<file path="config.mk">
export PLATFORM = sky130hd
export DESIGN_NAME = bus_cycle_seq
export DESIGN_NICKNAME = d
export VERILOG_FILES = /design/src/rtl/bus_seq_pkg.sv /design/src/rtl/bus_tstate_fsm.sv /design/src/rtl/bus_req_hold.sv /design/src/rtl/bus_strobe_gen.sv /design/src/rtl/bus_ad_path.sv /design/src/rtl/bus_cycle_seq.sv
export SDC_FILE = /design/constraint.sdc
export NUM_CORES = 1
export LEC_CHECK = 0
export BUFFER_PORTS_ARGS = -buffer_cell sky130_fd_sc_hd__buf_2
export CAP_MARGIN = 0
export CORE_MARGIN = 4
export CORE_UTILIZATION = 40
export CTS_CLUSTER_SIZE = 28
export DETAILED_ROUTE_END_ITERATION = 16
export GPL_TIMING_DRIVEN = 0
export HOLD_SLACK_MARGIN = 0.03
export PLACE_DENSITY = 0.71
export SYNTH_ARGS = -nofsm -noshare
export SYNTH_HDL_FRONTEND = slang
export SYNTH_SLANG_ARGS = --single-unit
</file>
<file path="constraint.sdc">
create_clock -name clk -period 1.6 [get_ports clk]
set_input_delay 0.32 -clock clk [delete_from_list [all_inputs] [get_ports clk]]
set_output_delay 0.32 -clock clk [all_outputs]
set_load 0.03 [all_outputs]
</file>
<file path="src/rtl/bus_seq_pkg.sv">
package bus_seq_pkg;

    typedef enum logic [2:0] {
        ST_IDLE = 3'd0,
        ST_T1   = 3'd1,
        ST_T2   = 3'd2,
        ST_T3   = 3'd3,
        ST_T4   = 3'd4
    } tstate_e;

    localparam int SEG_W = 2;

    function automatic logic in_data_phase(tstate_e s);
        return (s == ST_T2) || (s == ST_T3) || (s == ST_T4);
    endfunction

    function automatic logic in_strobe_phase(tstate_e s);
        return (s == ST_T2) || (s == ST_T3);
    endfunction

endpackage

</file>
<file path="src/rtl/bus_tstate_fsm.sv">
module bus_tstate_fsm
    import bus_seq_pkg::*;
(
    input  logic    clk,
    input  logic    rst_n,
    input  logic    req_valid,
    output logic    req_ready,
    output logic    accept,
    output tstate_e state
);

    tstate_e state_d;

    always_comb begin
        req_ready = (state == ST_IDLE) || (state == ST_T4);
        accept    = req_ready && req_valid;
    end

    always_comb begin
        state_d = state;
        unique case (state)
            ST_IDLE: state_d = req_valid ? ST_T1 : ST_IDLE;
            ST_T1:   state_d = ST_T2;
            ST_T2:   state_d = ST_T3;
            ST_T3:   state_d = ST_T4;
            ST_T4:   state_d = req_valid ? ST_T1 : ST_IDLE;
            default: state_d = ST_IDLE;
        endcase
    end

    always_ff @(posedge clk or negedge rst_n) begin
        if (!rst_n) state <= ST_IDLE;
        else        state <= state_d;
    end

    // fixed four-state walk
    a_r1_t1_to_t2: assert property (@(posedge clk) disable iff (!rst_n)
        state == ST_T1 |=> state == ST_T2);
    a_r1_t2_to_t3: assert property (@(posedge clk) disable iff (!rst_n)
        state == ST_T2 |=> state == ST_T3);
    a_r1_t3_to_t4: assert property (@(posedge clk) disable iff (!rst_n)
        state == ST_T3 |=> state == ST_T4);
    // back-to-back start
    a_r8_back_to_back: assert property (@(posedge clk) disable iff (!rst_n)
        (state == ST_T4 && req_valid) |=> state == ST_T1);

endmodule

</file>
<file path="src/rtl/bus_req_hold.sv">
module bus_req_hold
    import bus_seq_pkg::*;
#(
    parameter int ADDR_W = 20,
    parameter int DATA_W = 16
) (
    input  logic              clk,
    input  logic              rst_n,
    input  logic              accept,
    input  logic              req_write,
    input  logic              req_mem,
    input  logic [ADDR_W-1:0] req_addr,
    input  logic [DATA_W-1:0] req_wdata,
    input  logic [SEG_W-1:0]  req_seg,
    output logic              h_write,
    output logic              h_mem,
    output logic [ADDR_W-1:0] h_addr,
    output logic [DATA_W-1:0] h_wdata,
    output logic [SEG_W-1:0]  h_seg
);

    always_ff @(posedge clk or negedge rst_n) begin
        if (!rst_n) begin
            h_write <= 1'b0;
            h_mem   <= 1'b0;
            h_addr  <= '0;
            h_wdata <= '0;
            h_seg   <= '0;
        end else if (accept) begin
            h_write <= req_write;
            h_mem   <= req_mem;
            h_addr  <= req_addr;
            h_wdata <= req_wdata;
            h_seg   <= req_seg;
        end
    end

    // the held request changes only where a request may be taken
    a_r1_hold_stable: assert property (@(posedge clk) disable iff (!rst_n)
        !accept |=> $stable(h_addr) && $stable(h_seg) && $stable(h_write));

endmodule

</file>
<file path="src/rtl/bus_strobe_gen.sv">
module bus_strobe_gen
    import bus_seq_pkg::*;
(
    input  logic    clk,
    input  logic    rst_n,
    input  tstate_e state,
    input  logic    h_write,
    input  logic    h_mem,
    output logic    addr_latch_en,
    output logic    mem_sel,
    output logic    rd_strobe_n,
    output logic    wr_strobe_n,
    output logic    memr_n,
    output logic    memw_n,
    output logic    ior_n,
    output logic    iow_n
);

    logic active;

    always_comb begin
        active        = (state != ST_IDLE);
        addr_latch_en = (state == ST_T1);
        mem_sel       = active && h_mem;
        rd_strobe_n   = !(in_strobe_phase(state) && !h_write);
        wr_strobe_n   = !(in_strobe_phase(state) &&  h_write);
        memr_n        = rd_strobe_n || !mem_sel;
        memw_n        = wr_strobe_n || !mem_sel;
        ior_n         = rd_strobe_n ||  mem_sel;
        iow_n         = wr_strobe_n ||  mem_sel;
    end

    // the latch enable is a single-state pulse
    a_r2_ale_single: assert property (@(posedge clk) disable iff (!rst_n)
        addr_latch_en |=> !addr_latch_en);
    // strobes never open in the address phase
    a_r5_quiet_in_t1: assert property (@(posedge clk) disable iff (!rst_n)
        addr_latch_en |-> rd_strobe_n && wr_strobe_n);
    // at most one decoded strobe at a time
    a_r6_one_strobe: assert property (@(posedge clk) disable iff (!rst_n)
        $onehot0({!memr_n, !memw_n, !ior_n, !iow_n}));

endmodule

</file>
<file path="src/rtl/bus_ad_path.sv">
module bus_ad_path
    import bus_seq_pkg::*;
#(
    parameter int ADDR_W = 20,
    parameter int DATA_W = 16
) (
    input  logic                     clk,
    input  logic                     rst_n,
    input  tstate_e                  state,
    input  logic                     h_write,
    input  logic [ADDR_W-1:0]        h_addr,
    input  logic [DATA_W-1:0]        h_wdata,
    input  logic [SEG_W-1:0]         h_seg,
    input  logic [DATA_W-1:0]        ad_in,
    output logic [DATA_W-1:0]        ad_out,
    output logic                     ad_oe,
    output logic [ADDR_W-DATA_W-1:0] hi_out,
    output logic                     hi_oe,
    output logic [DATA_W-1:0]        rdata,
    output logic                     rdata_valid
);

    localparam int HI_W = ADDR_W - DATA_W;

    logic [HI_W-1:0] status_word;

    always_comb begin
        status_word            = '0;
        status_word[SEG_W-1:0] = h_seg;
    end

    always_comb begin
        ad_out = '0;
        ad_oe  = 1'b0;
        hi_out = '0;
        hi_oe  = 1'b0;
        unique case (state)
            ST_IDLE: begin
                ad_oe = 1'b0;
                hi_oe = 1'b0;
            end
            ST_T1: begin
                ad_out = h_addr[DATA_W-1:0];
                ad_oe  = 1'b1;
                hi_out = h_addr[ADDR_W-1:DATA_W];
                hi_oe  = 1'b1;
            end
            ST_T2, ST_T3, ST_T4: begin
                ad_out = h_write ? h_wdata : '0;
                ad_oe  = h_write;
                hi_out = status_word;
                hi_oe  = 1'b1;
            end
            default: begin
                ad_oe = 1'b0;
                hi_oe = 1'b0;
            end
        endcase
    end

    always_ff @(posedge clk or negedge rst_n) begin
        if (!rst_n) begin
            rdata       <= '0;
            rdata_valid <= 1'b0;
        end else begin
            rdata_valid <= (state == ST_T3) && !h_write;
            if ((state == ST_T3) && !h_write) rdata <= ad_in;
        end
    end

    // valid read data appears only after a read's sampling state
    a_r7_valid_after_t3: assert property (@(posedge clk) disable iff (!rst_n)
        rdata_valid |-> state == ST_T4 && !h_write);
    a_r7_rdata_held: assert property (@(posedge clk) disable iff (!rst_n)
        (state != ST_T3) |=> $stable(rdata));

endmodule

</file>
<file path="src/rtl/bus_cycle_seq.sv">
module bus_cycle_seq
    import bus_seq_pkg::*;
#(
    parameter int ADDR_W = 20,
    parameter int DATA_W = 16
) (
    input  logic                     clk,
    input  logic                     rst_n,
    input  logic                     req_valid,
    output logic                     req_ready,
    input  logic                     req_write,
    input  logic                     req_mem,
    input  logic [ADDR_W-1:0]        req_addr,
    input  logic [DATA_W-1:0]        req_wdata,
    input  logic [1:0]               req_seg,
    output logic [DATA_W-1:0]        ad_out,
    output logic                     ad_oe,
    input  logic [DATA_W-1:0]        ad_in,
    output logic [ADDR_W-DATA_W-1:0] hi_out,
    output logic                     hi_oe,
    output logic                     addr_latch_en,
    output logic                     mem_sel,
    output logic                     rd_strobe_n,
    output logic                     wr_strobe_n,
    output logic                     memr_n,
    output logic                     memw_n,
    output logic                     ior_n,
    output logic                     iow_n,
    output logic [DATA_W-1:0]        rdata,
    output logic                     rdata_valid
);

    tstate_e             state;
    logic                accept;
    logic                h_write;
    logic                h_mem;
    logic [ADDR_W-1:0]   h_addr;
    logic [DATA_W-1:0]   h_wdata;
    logic [SEG_W-1:0]    h_seg;

    bus_tstate_fsm u_fsm (
        .clk(clk), .rst_n(rst_n), .req_valid(req_valid),
        .req_ready(req_ready), .accept(accept), .state(state)
    );

    bus_req_hold #(.ADDR_W(ADDR_W), .DATA_W(DATA_W)) u_hold (
        .clk(clk), .rst_n(rst_n), .accept(accept),
        .req_write(req_write), .req_mem(req_mem), .req_addr(req_addr),
        .req_wdata(req_wdata), .req_seg(req_seg),
        .h_write(h_write), .h_mem(h_mem), .h_addr(h_addr),
        .h_wdata(h_wdata), .h_seg(h_seg)
    );

    bus_strobe_gen u_strb (
        .clk(clk), .rst_n(rst_n), .state(state),
        .h_write(h_write), .h_mem(h_mem),
        .addr_latch_en(addr_latch_en), .mem_sel(mem_sel),
        .rd_strobe_n(rd_strobe_n), .wr_strobe_n(wr_strobe_n),
        .memr_n(memr_n), .memw_n(memw_n), .ior_n(ior_n), .iow_n(iow_n)
    );

    bus_ad_path #(.ADDR_W(ADDR_W), .DATA_W(DATA_W)) u_ad (
        .clk(clk), .rst_n(rst_n), .state(state),
        .h_write(h_write), .h_addr(h_addr), .h_wdata(h_wdata), .h_seg(h_seg),
        .ad_in(ad_in), .ad_out(ad_out), .ad_oe(ad_oe),
        .hi_out(hi_out), .hi_oe(hi_oe),
        .rdata(rdata), .rdata_valid(rdata_valid)
    );

    // the block never drives the low lines while its read strobe is open
    a_r3_no_contention: assert property (@(posedge clk) disable iff (!rst_n)
        !rd_strobe_n |-> !ad_oe);
    // a write strobe always has data on the bus
    a_r5_write_has_data: assert property (@(posedge clk) disable iff (!rst_n)
        !wr_strobe_n |-> ad_oe && hi_oe);
    // the address phase drives both halves of the address
    a_r2_addr_driven: assert property (@(posedge clk) disable iff (!rst_n)
        addr_latch_en |-> ad_oe && hi_oe);

endmodule

</file>
==> After elaboration in Yosys (flattened, before gate mapping) <==
Cells that the tools add are included.
Widths: inputs -> output; s select.
{ "totals": {"reg_bits": 60, "in_bits": 59, "out_inout_bits": 48} }
{ "op_classes": {"n_reduce_logical": 20, "muxes": 7, "eq_ne": 4} }
{ "ops": {"columns": ["cell", "n"], "rows": [
  ["$pmux 16 s2", 1],
  ["$mux 16", 1],
  ["$pmux 3 s4", 1],
  ["$pmux 4 s2", 1],
  ["$eq 3x2->1 const B", 2],
  ["$logic_or 1x1->1", 6],
  ["$logic_and 1x1->1", 5],
  ["$logic_not 1->1", 4],
  ["$reduce_or 4->1", 1],
  ["$eq 3x1->1 const B", 1],
  ["$eq 3x3->1 const B", 1],
  ["$logic_not 3->1", 1],
  ["$reduce_bool 3->1", 1],
  ["$reduce_or 3->1", 1],
  ["$mux 1", 2],
  ["$pmux 1 s2", 1],
  ["$reduce_or 2->1", 1]
]} }

==> Longest topological paths before layout <==
{ "logic_depth": {"depth_word": 5, "depth_mapped": 5} }

==> Modules after synthesis <==
Synthesis repeated with hierarchy kept, for this count alone.
{ "unflattened": {"hier_cells": 240, "area_unflattened_um2": 3208.1} }
{ "modules_own_cells": {"columns": ["mod", "area_each_um2", "cells_each", "instances", "seq_area_each_um2"], "rows": [
  ["bus_ad_path", 1508.9, 136, 1, 425.4],
  ["bus_req_hold", 1496.4, 84, 1, 1001.0],
  ["bus_tstate_fsm", 127.6, 12, 1, 75.1],
  ["bus_strobe_gen", 75.1, 8, 1, 0.0]
]} }

==> Worst setup path after synthesis <==
OpenSTA, ideal clock, no wires.
{ "synth_path": {"path_type": "reg-to-output", "startpoint": "reg u_fsm.state[1]", "endpoint": "out ad_out[0]", "arrival_ns": 1.591, "setup_slack_ns": -0.311, "t_required_ns": 1.280, "n_path_buf": 3, "path_stages_with_launch": 6, "cell_sequence": "dfrtp_1 buf_6 or2_2 buf_2 buf_6 o221ai_1"} }
{ "synth_via": {"elab_chain_cells": 3, "elab_cells_between_ends": 6} }
{ "synth_rtl": {"columns": ["element", "line", "source"], "rows": [
  ["start: declaration", "bus_tstate_fsm.sv:9", "output tstate_e state"],
  ["start signal: assignment", "bus_tstate_fsm.sv:33", "else state <= state_d;"],
  ["$eq 3x2->1 / $eq 3x3->1 (equally long branches)", "bus_ad_path.sv:37", "unique case (state)"],
  ["$reduce_or 3->1", "bus_ad_path.sv:37", null],
  ["$pmux 16 s2 *", "bus_ad_path.sv:37", null],
  ["end: declaration", "bus_cycle_seq.sv:16", "output logic [DATA_W-1:0] ad_out,"]
]} }
Every way passes the cells marked *; elsewhere a longest branch is shown, timed or not.

==> Worst setup path after layout <==
{ "layout_path": {"startpoint": "reg u_fsm.state[1]", "endpoint": "out mem_sel"} }
{ "layout_via": {"elab_chain_cells": 2} }
{ "layout_rtl": {"columns": ["element", "line", "source"], "rows": [
  ["$reduce_bool 3->1", "bus_strobe_gen.sv:22", "active = (state != ST_IDLE);"],
  ["$logic_and 1x1->1", "bus_strobe_gen.sv:24", "mem_sel = active && h_mem;"],
  ["end: declaration", "bus_cycle_seq.sv:22", "output logic mem_sel,"]
]} }
No other way between the ends.

==> results by group <==
Status
  • Status: complete, but fails checks
  • Violated checks: setup timing

Logic synthesis
  • Area fraction in compound gates after synthesis: 5.99%
  • Sequential area share after synthesis: 50.6%
  • Fraction of registers with async set/reset: 100%
  • Share of the synthesized area in the top cell type: 50.6%
  • Main combinational cell family by area after synthesis: multiplexers
  • Post-synth EDFFs: 0
  • Ys Warns: 0
  • Dominant cells by area after synthesis: dfrtp_1, mux2_2, nand4b_1
  • Synth Area in Simple Gates: 12.6%
  • Distinct cells, synth: 32
  • Top_reg_cell synth: dfrtp_1
  • Mapped Avg Cell Area: 12.7 sq um
  • XOR/XNOR Fraction of Synth Area: 0.590%
  • Synthesized cell area: 2970 sq um
  • Mux contribution to synthesized area: 22.7%
  • Synthesized-area fraction occupied by adder cells: 0%
  • Register bit count reported by yosys: 60
  • Post-Syn Nets: 293
  • Synth Instances: 234
  • Area leader, netlist: dfrtp_1

Layout
  • Most common cell after layout, fill and taps aside: buf_2
  • Syn-to-layout area delta: 63.6%
  • Sequential cell area: 1500 sq um
  • Post-route design area: 4850 sq um
  • Area of the multi-input gates: 1640 sq um
  • Ant diodes: 0
  • Filler Cell Count: 569
  • Final non-filler cell total: 480
  • Layout cell share with drive strength beyond 1: 65.9%
  • Nets: 435
  • Most frequent cells in the layout: buf_2, dfrtp_1, mux2_4

Setup path
  • Worst r2r dst: u_hold.h_addr[14]$_DFFE_PN0P_
  • Worst path max stage delay: 0.39 ns
  • CP Launch Type: flop
  • Buf/Inv on CP: 4
  • Crit end category: output port
  • Crit Path Max Fanout: 8
  • Crit path kind: flop to output port
  • CP Capture Point: mem_sel
  • Critical-path top delay cell: dfrtp_1
  • Worst r2r src: u_fsm.state[1]$_DFF_PN0_
  • Levels on crit path: 6
  • Critical Path AT: 1.74 ns
  • CP required: 1.28 ns
  • Critical path, cell by cell: buf_6 > or2_4 > buf_12 > buf_12 > o21a_1 > buf_6
  • Reg2Reg Depth: 8
  • Flop2flop setup slack: -0.39 ns
  • Top delay family on crit path: buffers and inverters
  • Crit. Startpoint: u_fsm.state[1]$_DFF_PN0_

Power and ir drop
  • Seq pwr share: 23.2%
  • Combinational share of power: 64.4%
  • P_sw: 0.00497 W
  • Internal Power: 0.00719 W
  • Clock network power share: 12.4%
  • Leak: 2.30 nW
  • Switching share of power: 40.9%
  • VDD IR-drop max: 0.00131 V
  • Power Dens Cells: 2500 nW/um^2

GRT
  • Vias in the first global route: 2616
  • Met1 GRT Util: 24.0%
  • Initial antenna violation count: 0
  • Grt met3 use: 7.13%
  • First-pass GRT wire length: 12900 um
  • Grt met2 use: 30.8%
  • Largest net degree at the start of global routing: 61
  • Busiest grt layer: met2
  • GRT overflow: 0
  • Total track usage: 19.4%

Drt
  • DRC violations left: 0
  • Starting DRT DRC Count: 106
  • DRT antenna net count: 0
  • Wire per inst: 18.6 um
  • Drt first pass iters: 4
  • Vias: 2420
  • Vias per cell: 5.04
  • WL final: 8940 um

Placed design
  • Place WS: -0.485 ns
  • Gpl congestion: 0.728
  • IO Port Bufs: 106
  • HPWL Detailed: 5380 um
  • Cell Area, Placed: 3800 sq um
  • Inst Count DP: 439

Timing
  • Final setup margin: -0.456 ns
  • Final setup fails: 88
  • Final Critical Period: 2.06 ns
  • Final hold violation count: 0
  • Clock skew: 0.00975 ns
  • WHS: 0.0518 ns
  • Slew headroom: 48.5%
  • RSZ-0062 raised after global routing: yes
  • Worst slew pin tran: 0.772 ns
  • Part of the cycle the worst path needs: 128%
  • Fin. max-slew vios: 0
  • TNS Setup: -29.21 ns
  • Achievable frequency: 486 MHz

Clocking
  • Worst-Skew Late Latency: 0.34 ns
  • # clock sinks: 60
  • H-tree levels: 3
  • CTS root buf: clkbuf_8
  • Cts bufs inserted: 9
  • Post-CTS Hold Buffers: 0
  • Clk pin slew, worst setup/hold paths: 0.07 ns
  • CTS tree: done
  • Max clock buf depth: 2

Floorplanning
  • DIE AREA: 8860 sq um
  • Initial Utilization: 41.1%
  • Die Span Y: 94.1 um
  • Core area: 7210 sq um
  • Rows: 31
  • Die X: 94.1 um
  • Ports: 107

Hold path
  • Hold Path Class: input pin to async pin

Flow run
  • Max-capacitance violation count: 0
==> registers in the layout (all words and copies together) (netlist names) <==
register          cells
u_hold.h_seg          2
u_ad.rdata           16
u_hold.h_wdata       16
u_fsm.state           3
u_hold.h_mem          1
u_hold.h_addr        20
u_hold.h_write        1
u_ad.rdata_valid      1
==> worst reg2reg max path: cells and delay by family (launching register included) <==
| family | cells | cell delay (ns) |
|---|---|---|
| buffers and inverters | 6 | 0.84 |
| flip-flops | 1 | 0.39 |
| AND/OR/NAND/NOR | 1 | 0.33 |
| multiplexers | 1 | 0.30 |
==> power by group through the flow <==
| stage | logic [W] | registers, W | clock network [W] |
|---|---|---|---|
| after floorplan | 0.00381 | 0.00311 | 0 |
| after global placement | 0.00544 | 0.00275 | 0 |
| after detailed placement | 0.00556 | 0.00279 | 0 |
| after CTS | 0.00706 | 0.00278 | 0.00153 |
| after global routing | 0.00824 | 0.00292 | 0.00159 |
| final | 0.00782 | 0.00282 | 0.00150 |
==> stage by stage <==
step | power (W) | util, %
floorplan | 0.00692 | -
global placement | 0.00819 | 52.6
global route | 0.0128 | 67.3
CTS | 0.0114 | 62.4
finish | 0.0122 | 67.3
detailed placement | 0.00835 | 52.6
==> Yosys cell counts (all sizes together) (3+ instances only) <==
library cell,instances
mux2,56
nand4b,16
nor2,3
buf,16
inv,16
o221ai,16
dfrtp,60
nand2b,3
clkbuf,6
nand2,17
and2,4
==> worst min path at each step <==
stage | from | to | slack [ns] | cells after the start
final | rst_n | u_ad.rdata[0]$_DFFE_PN0P_ | 0.05 | 1
after detailed placement | u_ad.rdata[9]$_DFFE_PN0P_ | u_ad.rdata[9]$_DFFE_PN0P_ | 0.49 | 1
after global placement | u_hold.h_addr[18]$_DFFE_PN0P_ | u_hold.h_addr[18]$_DFFE_PN0P_ | 0.48 | 1
after CTS | ad_in[11] | u_ad.rdata[11]$_DFFE_PN0P_ | 0.19 | 2
after global routing | rst_n | u_ad.rdata[0]$_DFFE_PN0P_ | 0.11 | 1
after floorplan | rst_n | u_ad.rdata[0]$_DFFE_PN0P_ | 0.02 | 0
==> per-layer routing <==
metal	part of all wire [%]	wire [um]	vias up
met1	43	3800	1190
met5	0	0	-
met3	7.8	698	15
met2	48	4270	93
li1	-	-	1122
met4	1.9	167	0
==> area by class of cell <==
type / instances / share of cell area [%]
repair buffers: 135 / 22.5
inverters: 16 / 1.24
flip-flops and latches: 60 / 31.0
well taps: 99 / 2.55
plain buffers: 18 / 4.59
clock inverters: 7 / 1.88
clock buffers: 9 / 2.55
multi-input cells: 136 / 33.7
==> timing repair <==
action / CTS / global route
resized for setup: 105 / 60
pin swaps: 13 / 7
endpoints found under the setup margin: 31 / 87
buffers inserted: 10 / 12
gates cloned: 2 / 5
==> kinds of logic after synthesis <==
logic type	count (synthesis)
buf+inv	38
simple gates	56
xor+xnor	2
mux	57
flops	60
compound gates	21
Note: power is estimated with default switching activity, not from simulation.
